[src/rtl/stn_pack_pkg.sv]
package stn_pack_pkg;

  localparam int CHANNELS   = 3;
  localparam int BYTE_W     = 8;
  localparam int GROUP_PIX  = 8;
  localparam int SLOT_W     = $clog2(GROUP_PIX);

  typedef logic [CHANNELS-1:0] rgb_t;
  typedef logic [BYTE_W-1:0]   byte_t;
  typedef logic [SLOT_W-1:0]   slot_t;

  // which byte of the group a completing pixel closes
  typedef enum logic [1:0] {
    KIND_FIRST  = 2'd0,
    KIND_SECOND = 2'd1,
    KIND_THIRD  = 2'd2
  } byte_kind_e;

  // slots whose pixel finishes a byte: 2 (bits 7..0), 5 (15..8), 7 (23..16)
  function automatic logic slot_closes_byte(input slot_t s);
    return (s == slot_t'(2)) || (s == slot_t'(5)) || (s == slot_t'(GROUP_PIX - 1));
  endfunction

  function automatic byte_kind_e slot_kind(input slot_t s);
    byte_kind_e k;
    if (s == slot_t'(2))      k = KIND_FIRST;
    else if (s == slot_t'(5)) k = KIND_SECOND;
    else                      k = KIND_THIRD;
    return k;
  endfunction

endpackage

[src/rtl/stn_chan_shift.sv]
module stn_chan_shift #(
  parameter int DEPTH = 3
) (
  input  logic             clk,
  input  logic             rst_n,
  input  logic             clr,
  input  logic             shift_en,
  input  logic             bit_in,
  output logic [DEPTH-1:0] taps
);

  // newest bit enters at index 0; oldest sits at DEPTH-1
  always_ff @(posedge clk or negedge rst_n) begin
    if (!rst_n) begin
      taps <= '0;
    end else if (clr) begin
      taps <= shift_en ? {{(DEPTH-1){1'b0}}, bit_in} : '0;
    end else if (shift_en) begin
      taps <= {taps[DEPTH-2:0], bit_in};
    end
  end

endmodule

[src/rtl/stn_byte_mux.sv]
module stn_byte_mux
  import stn_pack_pkg::*;
(
  input  logic [2:0]  red_t,
  input  logic [2:0]  grn_t,
  input  logic [2:0]  blu_t,
  input  logic        carry_in,
  input  byte_kind_e  kind,
  output byte_t       byte_o,
  output logic        carry_out,
  output logic        carry_we
);

  // taps[2] = oldest of the last three pixels, taps[0] = newest
  always_comb begin
    byte_o    = '0;
    carry_out = 1'b0;
    carry_we  = 1'b0;
    unique case (kind)
      KIND_FIRST: begin
        // regs hold P0, P1, P2
        byte_o    = {grn_t[0], red_t[0],
                     blu_t[1], grn_t[1], red_t[1],
                     blu_t[2], grn_t[2], red_t[2]};
        carry_out = blu_t[0];
        carry_we  = 1'b1;
      end
      KIND_SECOND: begin
        // regs hold P3, P4, P5; P2 blue arrives via the carry
        byte_o = {red_t[0],
                  blu_t[1], grn_t[1], red_t[1],
                  blu_t[2], grn_t[2], red_t[2],
                  carry_in};
      end
      default: begin
        // regs hold P5, P6, P7
        byte_o = {blu_t[0], grn_t[0], red_t[0],
                  blu_t[1], grn_t[1], red_t[1],
                  blu_t[2], grn_t[2]};
      end
    endcase
  end

endmodule

[src/rtl/stn_byte_fifo.sv]
module stn_byte_fifo #(
  parameter int DEPTH = 3,
  parameter int W     = 8
) (
  input  logic                         clk,
  input  logic                         rst_n,
  input  logic                         push,
  input  logic [W-1:0]                 din,
  input  logic                         out_ready,
  output logic                         out_valid,
  output logic [W-1:0]                 dout,
  output logic [$clog2(DEPTH+1)-1:0]   level
);

  localparam int PW = (DEPTH > 1) ? $clog2(DEPTH) : 1;
  localparam int CW = $clog2(DEPTH + 1);

  logic [W-1:0]  mem [DEPTH];
  logic [PW-1:0] wp, rp;
  logic [CW-1:0] cnt;
  logic          pop;

  function automatic logic [PW-1:0] bump(input logic [PW-1:0] p);
    return (p == PW'(DEPTH - 1)) ? '0 : p + 1'b1;
  endfunction

  assign out_valid = (cnt != '0);
  assign pop       = out_valid && out_ready;
  assign dout      = mem[rp];
  assign level     = cnt;

  always_ff @(posedge clk or negedge rst_n) begin
    if (!rst_n) begin
      wp  <= '0;
      rp  <= '0;
      cnt <= '0;
      for (int i = 0; i < DEPTH; i++) mem[i] <= '0;
    end else begin
      if (push) begin
        mem[wp] <= din;
        wp      <= bump(wp);
      end
      if (pop) rp <= bump(rp);
      if (push && !pop)      cnt <= cnt + 1'b1;
      else if (pop && !push) cnt <= cnt - 1'b1;
    end
  end

  // the packer never writes into a full FIFO
  p_no_overflow_r6: assert property (@(posedge clk) disable iff (!rst_n)
    push |-> (cnt < CW'(DEPTH)))
    else $error("FIFO written while full");

  // an offered byte is held until taken
  p_hold_r5: assert property (@(posedge clk) disable iff (!rst_n)
    (out_valid && !out_ready) |=> (out_valid && $stable(dout)))
    else $error("offered byte changed before handshake");

  // reset empties the FIFO
  p_reset_empty_r8: assert property (@(posedge clk)
    !rst_n |=> (cnt == '0))
    else $error("FIFO not empty after reset");

endmodule

[src/rtl/stn_pix_packer.sv]
module stn_pix_packer
  import stn_pack_pkg::*;
#(
  parameter int FIFO_DEPTH = 3,
  parameter int CHAN_DEPTH = 3
) (
  input  logic       clk,
  input  logic       rst_n,
  input  logic       frame_start,
  input  logic       pix_valid,
  output logic       pix_ready,
  input  logic [2:0] pix_rgb,
  output logic       byte_valid,
  input  logic       byte_ready,
  output logic [7:0] byte_data
);

  localparam int CW = $clog2(FIFO_DEPTH + 1);

  slot_t            slot_q, slot_eff;
  logic             closes, accept;
  logic             pend_q;
  byte_kind_e       pend_kind_q;
  logic             carry_q;
  logic [CW-1:0]    fifo_level;
  logic [CW:0]      occupancy;
  logic [CHAN_DEPTH-1:0] taps [CHANNELS];
  byte_t            built;
  logic             carry_nxt, carry_we;

  // a frame start makes the offered pixel slot 0
  assign slot_eff  = frame_start ? '0 : slot_q;
  assign closes    = slot_closes_byte(slot_eff);
  assign occupancy = {1'b0, fifo_level} + {{CW{1'b0}}, pend_q};
  assign pix_ready = !closes || (occupancy < (CW+1)'(FIFO_DEPTH));
  assign accept    = pix_valid && pix_ready;

  always_ff @(posedge clk or negedge rst_n) begin
    if (!rst_n) begin
      slot_q      <= '0;
      pend_q      <= 1'b0;
      pend_kind_q <= KIND_FIRST;
    end else begin
      if (accept)
        slot_q <= (slot_eff == slot_t'(GROUP_PIX - 1)) ? '0 : slot_eff + 1'b1;
      else if (frame_start)
        slot_q <= '0;
      pend_q      <= accept && closes;
      pend_kind_q <= slot_kind(slot_eff);
    end
  end

  // carried P2 blue between first and second byte of a group
  always_ff @(posedge clk or negedge rst_n) begin
    if (!rst_n)                  carry_q <= 1'b0;
    else if (frame_start)        carry_q <= 1'b0;
    else if (pend_q && carry_we) carry_q <= carry_nxt;
  end

  for (genvar c = 0; c < CHANNELS; c++) begin : g_chan
    stn_chan_shift #(.DEPTH(CHAN_DEPTH)) u_shift (
      .clk      (clk),
      .rst_n    (rst_n),
      .clr      (frame_start),
      .shift_en (accept),
      .bit_in   (pix_rgb[c]),
      .taps     (taps[c])
    );
  end

  stn_byte_mux u_mux (
    .red_t     (taps[0][2:0]),
    .grn_t     (taps[1][2:0]),
    .blu_t     (taps[2][2:0]),
    .carry_in  (carry_q),
    .kind      (pend_kind_q),
    .byte_o    (built),
    .carry_out (carry_nxt),
    .carry_we  (carry_we)
  );

  stn_byte_fifo #(.DEPTH(FIFO_DEPTH), .W(BYTE_W)) u_fifo (
    .clk       (clk),
    .rst_n     (rst_n),
    .push      (pend_q),
    .din       (built),
    .out_ready (byte_ready),
    .out_valid (byte_valid),
    .dout      (byte_data),
    .level     (fifo_level)
  );

  // a closing pixel shows up as an offered byte two edges later
  p_latency_r4: assert property (@(posedge clk) disable iff (!rst_n)
    (accept && closes) |-> ##2 byte_valid)
    else $error("completed byte not offered in time");

  // a frame start never stalls the source
  p_frame_ready_r7: assert property (@(posedge clk) disable iff (!rst_n)
    frame_start |-> pix_ready)
    else $error("input stalled on frame start");

endmodule

[config.mk]
export PLATFORM = sky130hd
export DESIGN_NAME = stn_pix_packer
export DESIGN_NICKNAME = d
export VERILOG_FILES = /design/src/rtl/stn_pack_pkg.sv /design/src/rtl/stn_chan_shift.sv /design/src/rtl/stn_byte_mux.sv /design/src/rtl/stn_byte_fifo.sv /design/src/rtl/stn_pix_packer.sv
export SDC_FILE = /design/constraint.sdc
export NUM_CORES = 1
export LEC_CHECK = 0
export ABC_AREA = 1
export BUFFER_PORTS_ARGS = -buffer_cell sky130_fd_sc_hd__buf_4
export CAP_MARGIN = 20
export CORE_UTILIZATION = 50
export CTS_CLUSTER_SIZE = 25
export DETAILED_ROUTE_END_ITERATION = 8
export PLACE_DENSITY = 0.68
export SYNTH_ARGS = -nofsm -noshare
export SYNTH_HDL_FRONTEND = slang
export SYNTH_SLANG_ARGS = --single-unit
[constraint.sdc]
create_clock -name clk -period 2.3 [get_ports clk]
set_input_delay 0.115 -clock clk [delete_from_list [all_inputs] [get_ports clk]]
set_output_delay 0.115 -clock clk [all_outputs]
set_load 0.01 [all_outputs]
; ---- Word level (Yosys, flattened, before mapping)
; Cells that the tools add are included.
[totals]
out_inout_bits = 10
input_bits = 8
word_cells = 78
reg_bits = 46
[op_classes]
bitwise_logic = 2
n_eq_ne = 6
order_cmp = 4
reduce_logical = 18
n_mux = 29
add_sub_neg = 6
[ops]
columns = op, n
row1 = $mux 3, 9
row2 = $bwmux 24, 1
row3 = $mux 8, 3
row4 = $bmux 8 s2, 1
row5 = $demux 8 s2, 1
row6 = $pmux 8 s2, 1
row7 = $mux 2, 6
row8 = $reduce_bool 2->1, 4
row9 = $logic_and 1x1->1, 7
row10 = $mux 1, 7
row11 = $add 2x1->2 const B, 3
row12 = $eq 3x3->1 const B, 2
row13 = $ge 3x3->1 const B, 2
row14 = $not 2->3, 2
row15 = $eq 2x2->1 const B, 2
row16 = $add 2x1->3, 1
row17 = $add 3x1->3 const B, 1
row18 = $eq 3x2->1 const B, 1
row19 = $logic_not 1->1, 3
row20 = $logic_or 1x1->1, 3
row21 = $lt 3x1->1 const B, 1
row22 = $lt 3x2->1 const B, 1
row23 = $eq 2x1->1 const B, 1
row24 = $logic_not 2->1, 1
row25 = $sub 2x1->2 const B, 1

; ---- Logic depth before layout (Yosys ltp)
; Gate-level depths: netlist of the first run.
[depth]
depth_word = 9
ltp_mapped = 13
ltp_nobuf = 11

; ---- By module
; Synthesis of the first run repeated with hierarchy kept, for this count alone.
[hier_totals]
hier_cells = 278
area_unflattened_um2 = 2396.0
[by_module_without_submodules]
columns = mod, seq_area_each_um2, instances, cells_each, area_per_inst_um2
row1 = stn_byte_fifo, 750.7, 1, 153, 1433.9
row2 = stn_pix_packer, 175.2, 1, 46, 412.9
row3 = stn_chan_shift, 75.1, 3, 14, 121.4
row4 = stn_byte_mux, 0.0, 1, 37, 185.2

; ---- Least setup slack after synthesis of the first run
; Ideal clock, no wire load.
[synth_timing]
path_kind = reg-to-reg
startpoint = register pend_q
endpoint = register g_chan[1].u_shift.taps[2]
synth_period_minus_slack_ps = 1599
t_arrival_ps = 1482
setup_time_ps = 117
setup_slack_ps = 701
n_path_buf = 1
t_required_ps = 2183
stages_incl_launch_ff = 9
path_cell_list = dfrtp_1 > ha_1 > ha_1 > a21o_1 > nand2_4 > nand2_4 > buf_6 > nand3_1 > nand2_1
[synth_between]
elab_chain_cells = 5
[synth_lines]
columns = item, line_no
row1 = from (decl), stn_pix_packer.sv:22  ; logic pend_q;
row2 = from (signal assigned), stn_pix_packer.sv:48  ; pend_q <= accept && closes;
row3 = $add 2x1->3, stn_pix_packer.sv:34  ; assign occupancy = {1'b0, fifo_level} + {{CW{1'b0}}, pend_q};
row4 = $lt 3x2->1, stn_pix_packer.sv:35  ; assign pix_ready = !closes || (occupancy < (CW+1)'(FIFO_DEPTH));
row5 = $logic_or 1x1->1, stn_pix_packer.sv:35
row6 = net pix_ready, stn_pix_packer.sv:11  ; output logic pix_ready,
row7 = $logic_and 1x1->1, stn_pix_packer.sv:36  ; assign accept = pix_valid && pix_ready;
row8 = $reduce_bool 2->1 (no line), n/a
row9 = to (signal assigned), stn_chan_shift.sv:17  ; taps <= shift_en ? {{(DEPTH-1){1'b0}}, bit_in} : '0;
row10 = to (signal assigned), stn_chan_shift.sv:19  ; taps <= {taps[DEPTH-2:0], bit_in};
row11 = to (decl), stn_chan_shift.sv:9  ; output logic [DEPTH-1:0] taps
; The timed path passes the listed nets, and every way through them passes these cells.
; A chain may end at the register's enable or synchronous reset.

; ---- Worst setup path after layout of the first run
[layout_timing]
startpoint = register pend_q
endpoint = output port pix_ready
[layout_between]
elab_chain_cells = 3
[layout_lines]
columns = item, line_no
row1 = $add 2x1->3, stn_pix_packer.sv:34
row2 = $lt 3x2->1, stn_pix_packer.sv:35
row3 = $logic_or 1x1->1, stn_pix_packer.sv:35
row4 = to (decl), stn_pix_packer.sv:11
; Every way passes these cells.

==> key figures, run 1 <==
Pwr
  • Leak: 1.30 nW
  • PD cells: 803 nW/um^2
  • Seq pwr share: 49.8%
  • Net Sw Frac: 33.0%
  • Clock power share: 24.2%
  • Int Pwr: 1.39 mW
  • Switch Pwr: 0.687 mW
  • Worst vdd ir: 0.000379 V
  • Comb power frac: 26.0%

Clocking
  • TritonCTS clock tree: built
  • Clock sink count: 46
  • Worst-path clk slew: 0.08 ns
  • Root buf cell: clkbuf_8
  • Clock Path Buffers: 2
  • CTS Buf Count: 5
  • H-Tree Depth: 2
  • Worst skew pair latency: 0.30 ns

Flow run
  • Max-capacitance violation count: 0

GRT
  • Grt ovf: 0
  • Gr usage total: 19.8%
  • Antenna violations before repair: 0
  • Vias in the first global route: 1727
  • Largest net degree at the start of global routing: 47
  • First-pass GRT wire length: 7810 microns

Route
  • Initial drt markers: 105
  • Metal3 WL: 137 microns
  • Vias/cell: 5.00
  • Highest routed metal layer: met4
  • Final wirelength: 4090 microns
  • DR vias: 1745
  • Routed met1 length: 2060 microns
  • Routed met2 length: 1820 microns
  • Wire per inst: 11.7 microns
  • Antenna Violating Nets Remaining: 0
  • Post-route DRC: 0
  • Drt first pass iters: 4

Placed design
  • Routability Congestion: 0.820
  • Buffers on Ports: 17
  • Dpl hpwl: 2900 microns
  • Dpl cell area: 2470 sq um

Setup path
  • CP max-delay cell: dfrtp_1
  • WS Path Type: register to output pin
  • WP data arrival: 1.65 ns
  • Worst Path Required: 2.18 ns
  • CP endpoint kind: output pin
  • Type of origin of the critical path: register
  • Crit path buf inv count: 1
  • FF-to-FF setup slack: 0.66 ns
  • Critical Path Most Common Cell: ha_1
  • CP Max Fanout: 6
  • Slowest stage delay, CP: 0.44 ns
  • Family with the most delay on the worst path: adder cells
  • CP Cell Sequence: ha_1 > ha_1 > a21o_1 > nand2_4 > buf_4

Logic synthesis
  • Cells after synthesis: 275
  • Post-synthesis sequential area ratio: 49.4%
  • Ys flop type: dfrtp_1
  • Number of flops mapped to enable cells by yosys: 0
  • Synth warn: 0
  • Synth cell types: 23
  • FF+latch count, synth: 46
  • Syn Area/Cell: 8.48 sq um
  • Cell area after synthesis: 2330 sq um
  • Asr flop ratio synth: 100%
  • Syn Nets: 290

Cells and area
  • Area grow syn2layout: 11.1%
  • Layout cells sized above 1: 12.1%
  • Cell area after layout: 2590 sq um
  • Final nets: 311
  • # diodes: 0

Timing
  • Setup TNS: 0 ns
  • Tmin final: 1.76 ns
  • Period Utilization, post-route: 76.7%
  • Fin. Hold Viols: 0
  • Max Slew Vio Count: 0
  • Relative slew slack: 58.4%
  • RSZ-0062 raised after global routing: no
  • Hold slack: 0.0118 ns
  • FMAX: 567 MHz
  • Worst slew pin tran: 0.622 ns
  • Final setup viols: 0
  • Skew final: 0.00262 ns

Floorplanning
  • Initial Util: 52.8%
  • Core ar.: 4410 sq um
  • # rows: 24
  • Die ar.: 4940 sq um
  • Die Width: 70.3 microns
  • Die Y: 70.3 microns
  • I/O pin count: 18

Hold path
  • HP Class: input port to register

Status
  • Status: completed
-- worst min-delay path: cells and delay by family --
family,cells,cell delay [ns]
and+or+nand+nor,2,0.09
buffers and inverters,1,0.07
-- cells in the mapped netlist (3+ instances only) --
cell type | number | area share [%]
dfrtp_1 | 46 | 49
nand3_1 | 11 | 2.4
ha_1 | 7 | 3.8
nor2_1 | 6 | 0.97
o21ai_0 | 29 | 6.2
o221ai_1 | 8 | 3.0
o21ai_2 | 3 | 1.1
nor3_4 | 3 | 2.1
nand2_1 | 97 | 16
buf_6 | 4 | 1.9
inv_1 | 45 | 7.2
-- sequential cells by signal, summed over array words and instances (netlist names) --
signal	cells
u_fifo.mem	24
g_chan.u_shift.taps	9
slot_q	3
pend_kind_q	2
u_fifo.level	2
u_fifo.rp	2
u_fifo.wp	2
carry_q	1
pend_q	1
-- placed cells by master, fill, tap and decap left out, drive strengths merged --
cell type | netlist | final
a21boi | 1 | 1
a21o | 1 | 1
a21oi | 2 | 2
buf | 5 | 17
clkbuf | 1 | 7
clkinv | 1 | 2
dfrtp | 46 | 46
dlygate4sd3 | 0 | 3
ha | 7 | 7
inv | 45 | 45
nand2 | 99 | 99
nand3 | 13 | 13
nor2 | 7 | 7
nor3 | 3 | 3
o21ai | 32 | 32
o21bai | 2 | 2
o221ai | 8 | 8
xnor2 | 1 | 1
xor2 | 1 | 1
-- stage by stage --
| stage | power (mW) | instances | setup slack, ns | util, % |
|---|---|---|---|---|
| after floorplan | 1.41 | 275 | 0.701 | - |
| after global placement | 1.59 | 338 | 0.587 | 55.9 |
| after detailed placement | 1.60 | 338 | 0.557 | 55.9 |
| after CTS | 2.11 | 349 | 0.514 | 58.7 |
| after global routing | 2.24 | 349 | 0.446 | 58.7 |
| final | 2.08 | 349 | 0.537 | 58.7 |
-- power by group through the flow --
stage	combinational (mW)	sequential, mW	clock, mW
finish	0.542	1.04	0.503
global route	0.633	1.06	0.551
global placement	0.538	1.05	0
floorplan	0.381	1.03	0
detailed placement	0.545	1.05	0
CTS	0.552	1.04	0.520
-- per-layer routing --
metal / up-vias / track usage, %
met4: 0 / 6.89
met1: 808 / 26.8
met5: - / 0
met2: 27 / 31.1
li1: 904 / -
met3: 6 / 4.76
-- final timing paths --
path | start | end | cells past startpoint
min in group asynchronous | rst_n | u_fifo.mem[13] | 2
setup / recovery | pend_q | pix_ready | 5
max in group asynchronous | rst_n | slot_q[1] | 2
setup reg to reg | pend_q | slot_q[2] | 6
hold reg to reg | u_fifo.level[0] | u_fifo.level[0] | 1
hold / removal | pix_rgb[0] | g_chan[0].u_shift.taps[0] | 3
-- area by class of cell --
cell class              count  area (sq um)
clock buffers               7          86.3
clock inverters             1          5.00
fillers                   397          1820
inverters                  46           173
multi-input cells         177           952
flip-flops and latches     46          1150
well taps                  52          65.1
repair buffers             20           158
-- timing repair --
item	4_1_cts	5_1_grt
endpoints found under the hold margin	48	0
setup buffers	0	0
resized for setup	0	0
hold buffers	3	0
-- logic make-up after synthesis --
| logic type | Yosys count | share of synthesized area, % |
|---|---|---|
| AO/OA/AOI/OAI | 46 | 12.6 |
| XOR/XNOR | 2 | 0.752 |
| adder cells (fa/ha/maj) | 7 | 3.76 |
| buffers and inverters | 52 | 9.77 |
| flip-flops | 46 | 49.4 |
| AND/OR/NAND/NOR | 122 | 23.8 |
Note: power is estimated with default switching activity, not from simulation.
==> run 2: changes to the inputs <==
--- a/config.mk
+++ b/config.mk
@@ -5,7 +5,7 @@
 export SDC_FILE = /design/constraint.sdc
 export NUM_CORES = 1
 export LEC_CHECK = 0
-export ABC_AREA = 1
+export ABC_AREA = 0
 export BUFFER_PORTS_ARGS = -buffer_cell sky130_fd_sc_hd__buf_4
 export CAP_MARGIN = 20
 export CORE_UTILIZATION = 50
==> constraint.sdc (replaced) <==
create_clock -name clk -period 1.7 [get_ports clk]
set_input_delay 0.085 -clock clk [delete_from_list [all_inputs] [get_ports clk]]
set_output_delay 0.085 -clock clk [all_outputs]
set_load 0.01 [all_outputs]
==> key figures, run 2 <==
Timing
  • Period Utilization, post-route: 109%
  • Setup ws final: -0.160 ns (-0.696 ns)
  • RSZ-0062 raised after global routing: yes
  • Relative slew slack: 60.9% (+2.5 points)
  • FMAX: 538 MHz
  • Tmin final: 1.86 ns
  • Max Slew Vio Count: 0 (unchanged)
  • Skew final: 0.00485 ns (+0.00223 ns)
  • Final setup viols: 13 (+13)
  • Fin. Hold Viols: 0 (unchanged)
  • Worst slew pin tran: 0.586 ns (-0.0355 ns)
  • Setup TNS: -1.42 ns (-1.42 ns)

Clocking
  • TritonCTS clock tree: built
  • Worst skew pair latency: 0.29 ns (about the same)
  • Worst-path clk slew: 0.08 ns (about the same)
  • CTS Buf Count: 5 (unchanged)
  • Clock sink count: 46 (unchanged)
  • H-Tree Depth: 2 (unchanged)
  • Clock Path Buffers: 2 (unchanged)
  • Root buf cell: clkbuf_8

Setup path
  • Crit path depth: 8 (+3)
  • Reg2Reg Launch Point: slot_q[1]
  • CP max-delay cell: dfrtp_1
  • CP Max Fanout: 3 (-3)
  • Family with the most delay on the worst path: flip-flops
  • Type of origin of the critical path: register
  • Worst Path Required: 1.62 ns (-0.56 ns)
  • CP Cell Sequence: nand2b_1 > inv_2 > ha_4 > ha_4 > a211oi_4 > buf_6 > or2_4 > buf_6
  • Reg-to-reg endpoint: g_chan[0].u_shift.taps[2]
  • Crit path buf inv count: 3 (+2)
  • Reg2reg path depth: 8 (+2)
  • WP data arrival: 1.77 ns (+0.12 ns)
  • FF-to-FF setup slack: -0.15 ns (-0.81 ns)
  • Worst setup endpoint: pix_ready
  • CP endpoint kind: output pin
  • WS Path Type: register to output pin
  • Slowest stage delay, CP: 0.37 ns (-0.07 ns)
  • Critical path origin: slot_q[1]

Placed design
  • Routability Congestion: 0.810 (-1.1%)
  • Buffers on Ports: 17 (unchanged)
  • Dpl hpwl: 3080 microns (+6.2%)

Floorplanning
  • # rows: 24 (unchanged)
  • Die ar.: 4900 sq um (-0.84%)
  • Initial Util: 52.7% (-0.095 points)
  • I/O pin count: 18 (unchanged)
  • Die Y: 70.0 microns (-0.42%)
  • Die Width: 70.0 microns (-0.42%)
  • Core ar.: 4380 sq um (-0.68%)

Cells and area
  • Max FFs per register: 24 (unchanged)
  • Top Registers: u_fifo.mem x24, g_chan.u_shift.taps x9, slot_q x3
  • # diodes: 0 (unchanged)
  • Area grow syn2layout: 24.5%
  • Final nets: 296 (-4.8%)
  • Commonest non-fill, non-tap cell in the layout: dfrtp_1
  • Layout cells sized above 1: 27.7% (+16 points)
  • Core Util, Final: 65.6% (+6.9 points)
  • Largest reg by FF count: u_fifo.mem
  • Most frequent cells in the layout: dfrtp_1, buf_4, nand2_1

Logic synthesis
  • Syn Area/Cell: 9.67 sq um (+14%)
  • Ranking of synthesized cells by area: dfrtp_1, mux2i_1, o21ai_0
  • Count leader, synth: dfrtp_1
  • Cells after synthesis: 239 (-13%)
  • Number of flops mapped to enable cells by yosys: 0 (unchanged)
  • Ys flop type: dfrtp_1
  • Yosys top cell by area: dfrtp_1
  • FF+latch count, synth: 46 (unchanged)
  • Yosys top cell area share: 49.8% (+0.43 points)
  • Post-synthesis sequential area ratio: 49.8% (+0.43 points)
  • Syn Nets: 254 (-12%)
  • Asr flop ratio synth: 100% (unchanged)
  • Synth cell types: 30 (+30%)
  • Synth warn: 0 (unchanged)
  • Cell area after synthesis: 2310 sq um (-0.86%)
  • Post-synth top cells: dfrtp_1, nand2_1, o21ai_0

Route
  • Post-route DRC: 0 (unchanged)
  • Vias/cell: 5.31 (+6.1%)
  • Antenna Violating Nets Remaining: 0 (unchanged)
  • Final wirelength: 4570 microns (+12%)
  • Initial drt markers: 102 (-2.9%)
  • Drt first pass iters: 4 (unchanged)
  • DR vias: 1772 (+1.5%)
  • Wire per inst: 13.7 microns (+17%)

GRT
  • Gr usage total: 20.5% (+0.64 points)
  • Largest net degree at the start of global routing: 47 (unchanged)
  • First-pass GRT wire length: 7910 microns (+1.2%)
  • Antenna violations before repair: 0 (unchanged)
  • Vias in the first global route: 1674 (-3.1%)
  • Grt ovf: 0 (unchanged)

Pwr
  • Leak: 1.31 nW (+0.28%)
  • PD cells: 1230 nW/um^2 (+53%)
  • Worst vdd ir: 0.000728 V (+92%)

Hold path
  • HP Class: input port to register

Status
  • Failing checks: setup timing
  • Status: finished with violations

Flow run
  • Max-capacitance violation count: 0 (unchanged)
[run 2: metrics by stage]
stage               cells  setup WS [ns]  hold slack (ns)  instance area [sq um]  power [mW]
floorplan             239        0.00385           -0.211                   2350        2.29
global placement      315        -0.0892            0.128                   2640        2.73
detailed placement    315         -0.149            0.132                   2640        2.77
CTS                   331         -0.178           0.0134                   2820        3.55
global route          334         -0.243           0.0167                   2880        3.81
finish                334         -0.160           0.0237                   2880        3.55
[run 2: final cells by class]
class                      count  area (sq um)
clock buffer                   7          86.3
clock inverter                 1          5.00
fill                         375          1510
inverter                       6          22.5
multi-input combinational    174          1170
sequential                    46          1150
tap                           52          65.1
timing repair buffer          48           378
[run 2: kinds of logic after synthesis]
group | after synthesis | share of synthesized area, %
AND/OR/NAND/NOR | 82 | 16.4
AO/OA/AOI/OAI | 58 | 14.7
flip-flops | 46 | 49.8
multiplexers | 23 | 10.2
buffers and inverters | 19 | 3.63
adder cells (fa/ha/maj) | 7 | 3.79
XOR/XNOR | 4 | 1.52
[run 2: repair_timing]
action                                 4_1_cts  5_1_grt
setup endpoints to repair                   14       14
hold buffers                                 1        0
setup buffers                                8        3
pin swaps                                    2        3
endpoints found under the hold margin       46        0
resized for setup                            8        8
[run 2: worst min-delay path by stage]
stage,endpoint,from,cells after the start,slack [ns]
after floorplan,carry_q,rst_n,0,-0.21
after global placement,u_fifo.rp[1],rst_n,1,0.13
after detailed placement,u_fifo.mem[8],rst_n,1,0.13
after CTS,g_chan[0].u_shift.taps[0],pix_rgb[0],2,0.01
after global routing,g_chan[0].u_shift.taps[0],pix_rgb[0],2,0.02
final,g_chan[2].u_shift.taps[0],pix_rgb[2],2,0.02
[run 2: per-layer routing]
| layer | track usage [%] | vias to the layer above | wire (microns) |
|---|---|---|---|
| met5 | 0 | - | 0 |
| met4 | 6.00 | 0 | 24 |
| met3 | 3.46 | 2 | 123 |
| met2 | 35.1 | 28 | 2250 |
| met1 | 26.6 | 829 | 2170 |
| li1 | - | 913 | - |
[run 2: power breakdown]
group          leakage, nW  internal [mW]  switching, mW
sequential           0.609           1.36          0.181
clock               0.0482          0.328          0.350
combinational        0.649          0.669          0.657
total                 1.31           2.36           1.19
==> run 3: changes to the inputs <==
--- a/config.mk
+++ b/config.mk
@@ -8,10 +8,9 @@
 export ABC_AREA = 0
 export BUFFER_PORTS_ARGS = -buffer_cell sky130_fd_sc_hd__buf_4
 export CAP_MARGIN = 20
-export CORE_UTILIZATION = 50
+export CORE_UTILIZATION = 45
 export CTS_CLUSTER_SIZE = 25
 export DETAILED_ROUTE_END_ITERATION = 8
-export PLACE_DENSITY = 0.68
 export SYNTH_ARGS = -nofsm -noshare
 export SYNTH_HDL_FRONTEND = slang
 export SYNTH_SLANG_ARGS = --single-unit
==> key figures, run 3 (synthesized netlist as in run 2, its figures left out) <==
Floorplanning
  • Initial Util: 48.0% (-4.7 points)
  • Die Y: 73.7 microns (+5.3%)
  • Die ar.: 5430 sq um (+11%)
  • Die Width: 73.7 microns (+5.3%)
  • # rows: 25 (+4.2%)
  • Core ar.: 4820 sq um (+9.9%)
  • I/O pin count: 18 (unchanged)

Timing
  • Max Slew Vio Count: 0 (unchanged)
  • FMAX: 509 MHz (-5.4%)
  • Fin. Hold Viols: 0 (unchanged)
  • Tmin final: 1.97 ns (+0.107 ns)
  • RSZ-0062 raised after global routing: yes
  • Worst slew pin tran: 0.589 ns (+0.00265 ns)
  • Relative slew slack: 60.7% (-0.18 points)
  • Setup ws final: -0.267 ns (-0.107 ns)
  • Final setup viols: 13 (unchanged)
  • Skew final: 0.00463 ns (-0.000213 ns)
  • Period Utilization, post-route: 116% (+6.3 points)

Cells and area
  • Fill cells: 451 (+20%)
  • Top Registers: u_fifo.mem x24, g_chan.u_shift.taps x9, slot_q x3
  • Fin cells: 347 (+3.9%)
  • Commonest non-fill, non-tap cell in the layout: dfrtp_1
  • Area grow syn2layout: 25.6%
  • Most frequent cells in the layout: dfrtp_1, buf_4, nand2_1
  • Largest reg by FF count: u_fifo.mem
  • Final nets: 294 (-0.68%)
  • Layout cells sized above 1: 27.9% (+0.20 points)
  • # diodes: 0 (unchanged)
  • Max FFs per register: 24 (unchanged)

GRT
  • Antenna violations before repair: 0 (unchanged)
  • Gr usage total: 19.4% (-1.0 points)
  • First-pass GRT wire length: 7870 microns (-0.44%)
  • Grt ovf: 0 (unchanged)
  • Vias in the first global route: 1741 (+4.0%)
  • Largest net degree at the start of global routing: 47 (unchanged)

Route
  • Post-route DRC: 0 (unchanged)
  • Antenna Violating Nets Remaining: 0 (unchanged)
  • Vias/cell: 5.05 (-4.8%)
  • Wire per inst: 13.4 microns (-1.6%)
  • Final wirelength: 4670 microns (+2.2%)
  • Initial drt markers: 78 (-24%)
  • DR vias: 1752 (-1.1%)
  • Drt first pass iters: 4 (unchanged)

Flow run
  • Max-capacitance violation count: 0 (unchanged)

Clocking
  • Worst skew pair latency: 0.30 ns (about the same)
  • CTS Buf Count: 5 (unchanged)
  • Root buf cell: clkbuf_8
  • Clock Path Buffers: 2 (unchanged)
  • Clock sink count: 46 (unchanged)
  • TritonCTS clock tree: built
  • Worst-path clk slew: 0.08 ns (about the same)
  • H-Tree Depth: 2 (unchanged)

Status
  • Status: finished with violations
  • Failing checks: setup timing

Setup path
  • WP data arrival: 1.88 ns (+0.11 ns)
  • CP Max Fanout: 3 (unchanged)
  • WS Path Type: register to output pin
  • Type of origin of the critical path: register
  • Worst Path Required: 1.62 ns (about the same)
  • CP endpoint kind: output pin

Placed design
  • Dpl hpwl: 3210 microns (+4.3%)
  • Buffers on Ports: 17 (unchanged)
  • Routability Congestion: 0.768 (-5.2%)
  • Pre-CTS setup slack: -0.146 ns (+0.00289 ns)
  • Placed cells: 331 (+5.1%)

Pwr
  • Leak: 1.31 nW (+0.54%)
  • Worst vdd ir: 0.000666 V (-8.4%)
  • PD cells: 1210 nW/um^2 (-1.8%)
  • Power Total: 3.51 mW (-0.95%)

Hold path
  • HP Class: input port to register
-- run 3: repair_timing --
action / in CTS / in global routing
resized for setup: 6 / 10
buffers inserted: 6 / 1
pin swaps: 3 / 2
hold endpoints to repair: 46 / 0
endpoints found under the setup margin: 13 / 18
hold buffers: 1 / 0
gates cloned: 0 / 0
-- run 3: worst max-delay path: stages (launching register included) --
cell,delay (ns)
dfrtp_1,0.38
nand2b_1,0.10
inv_2,0.07
ha_4,0.14
and3b_2,0.22
a211oi_4,0.25
buf_6,0.14
buf_12,0.09
or2_4,0.10
buf_6,0.09
-- run 3: final timing paths --
path,from,to,slack [ns],depth (start not counted)
max,slot_q[0],pix_ready,-0.27,9
min reg2reg,u_fifo.mem[5],u_fifo.mem[5],0.48,2
max in group asynchronous,rst_n,pend_q,0.94,2
max reg2reg,slot_q[0],g_chan[1].u_shift.taps[1],-0.18,9
min,pix_rgb[0],g_chan[0].u_shift.taps[0],0.02,2
min in group asynchronous,rst_n,u_fifo.rp[1],0.34,2
-- run 3: routing by layer --
metal | wire (microns) | vias up | GRT usage (%)
met5 | 0 | - | 0
met4 | 51 | 0 | 5.13
met3 | 115 | 5 | 4.80
met2 | 2210 | 26 | 32.0
met1 | 2290 | 823 | 25.6
li1 | - | 898 | -
-- run 3: area by class of cell --
type,instances,area (sq um),area share [%]
clock buffer,6,82.6,2.85
clock inverter,2,12.5,0.431
inverter,6,22.5,0.776
multi-input combinational,174,1170,40.4
sequential,46,1150,39.8
tap,67,83.8,2.89
timing repair buffer,46,375,12.9
-- run 3: per-stage QoR --
stage / util (%) / hold slack (ns) / instance area [sq um] / TNS, ns
2_1_floorplan: - / -0.211 / 2350 / 0
3_3_place_gp: 55.5 / 0.136 / 2670 / -0.335
3_5_place_dp: 55.5 / 0.134 / 2670 / -0.858
4_1_cts: 59.1 / 0.00955 / 2850 / -2.06
5_1_grt: 60.2 / 0.0115 / 2900 / -2.90
6_report: 60.2 / 0.0178 / 2900 / -1.96
-- run 3: power by group --
part	internal (mW)	total [mW]	leakage (nW)	switching [mW]
registers	1.36	1.59	0.608	0.228
logic	0.637	1.23	0.657	0.589
clock network	0.327	0.699	0.0472	0.371
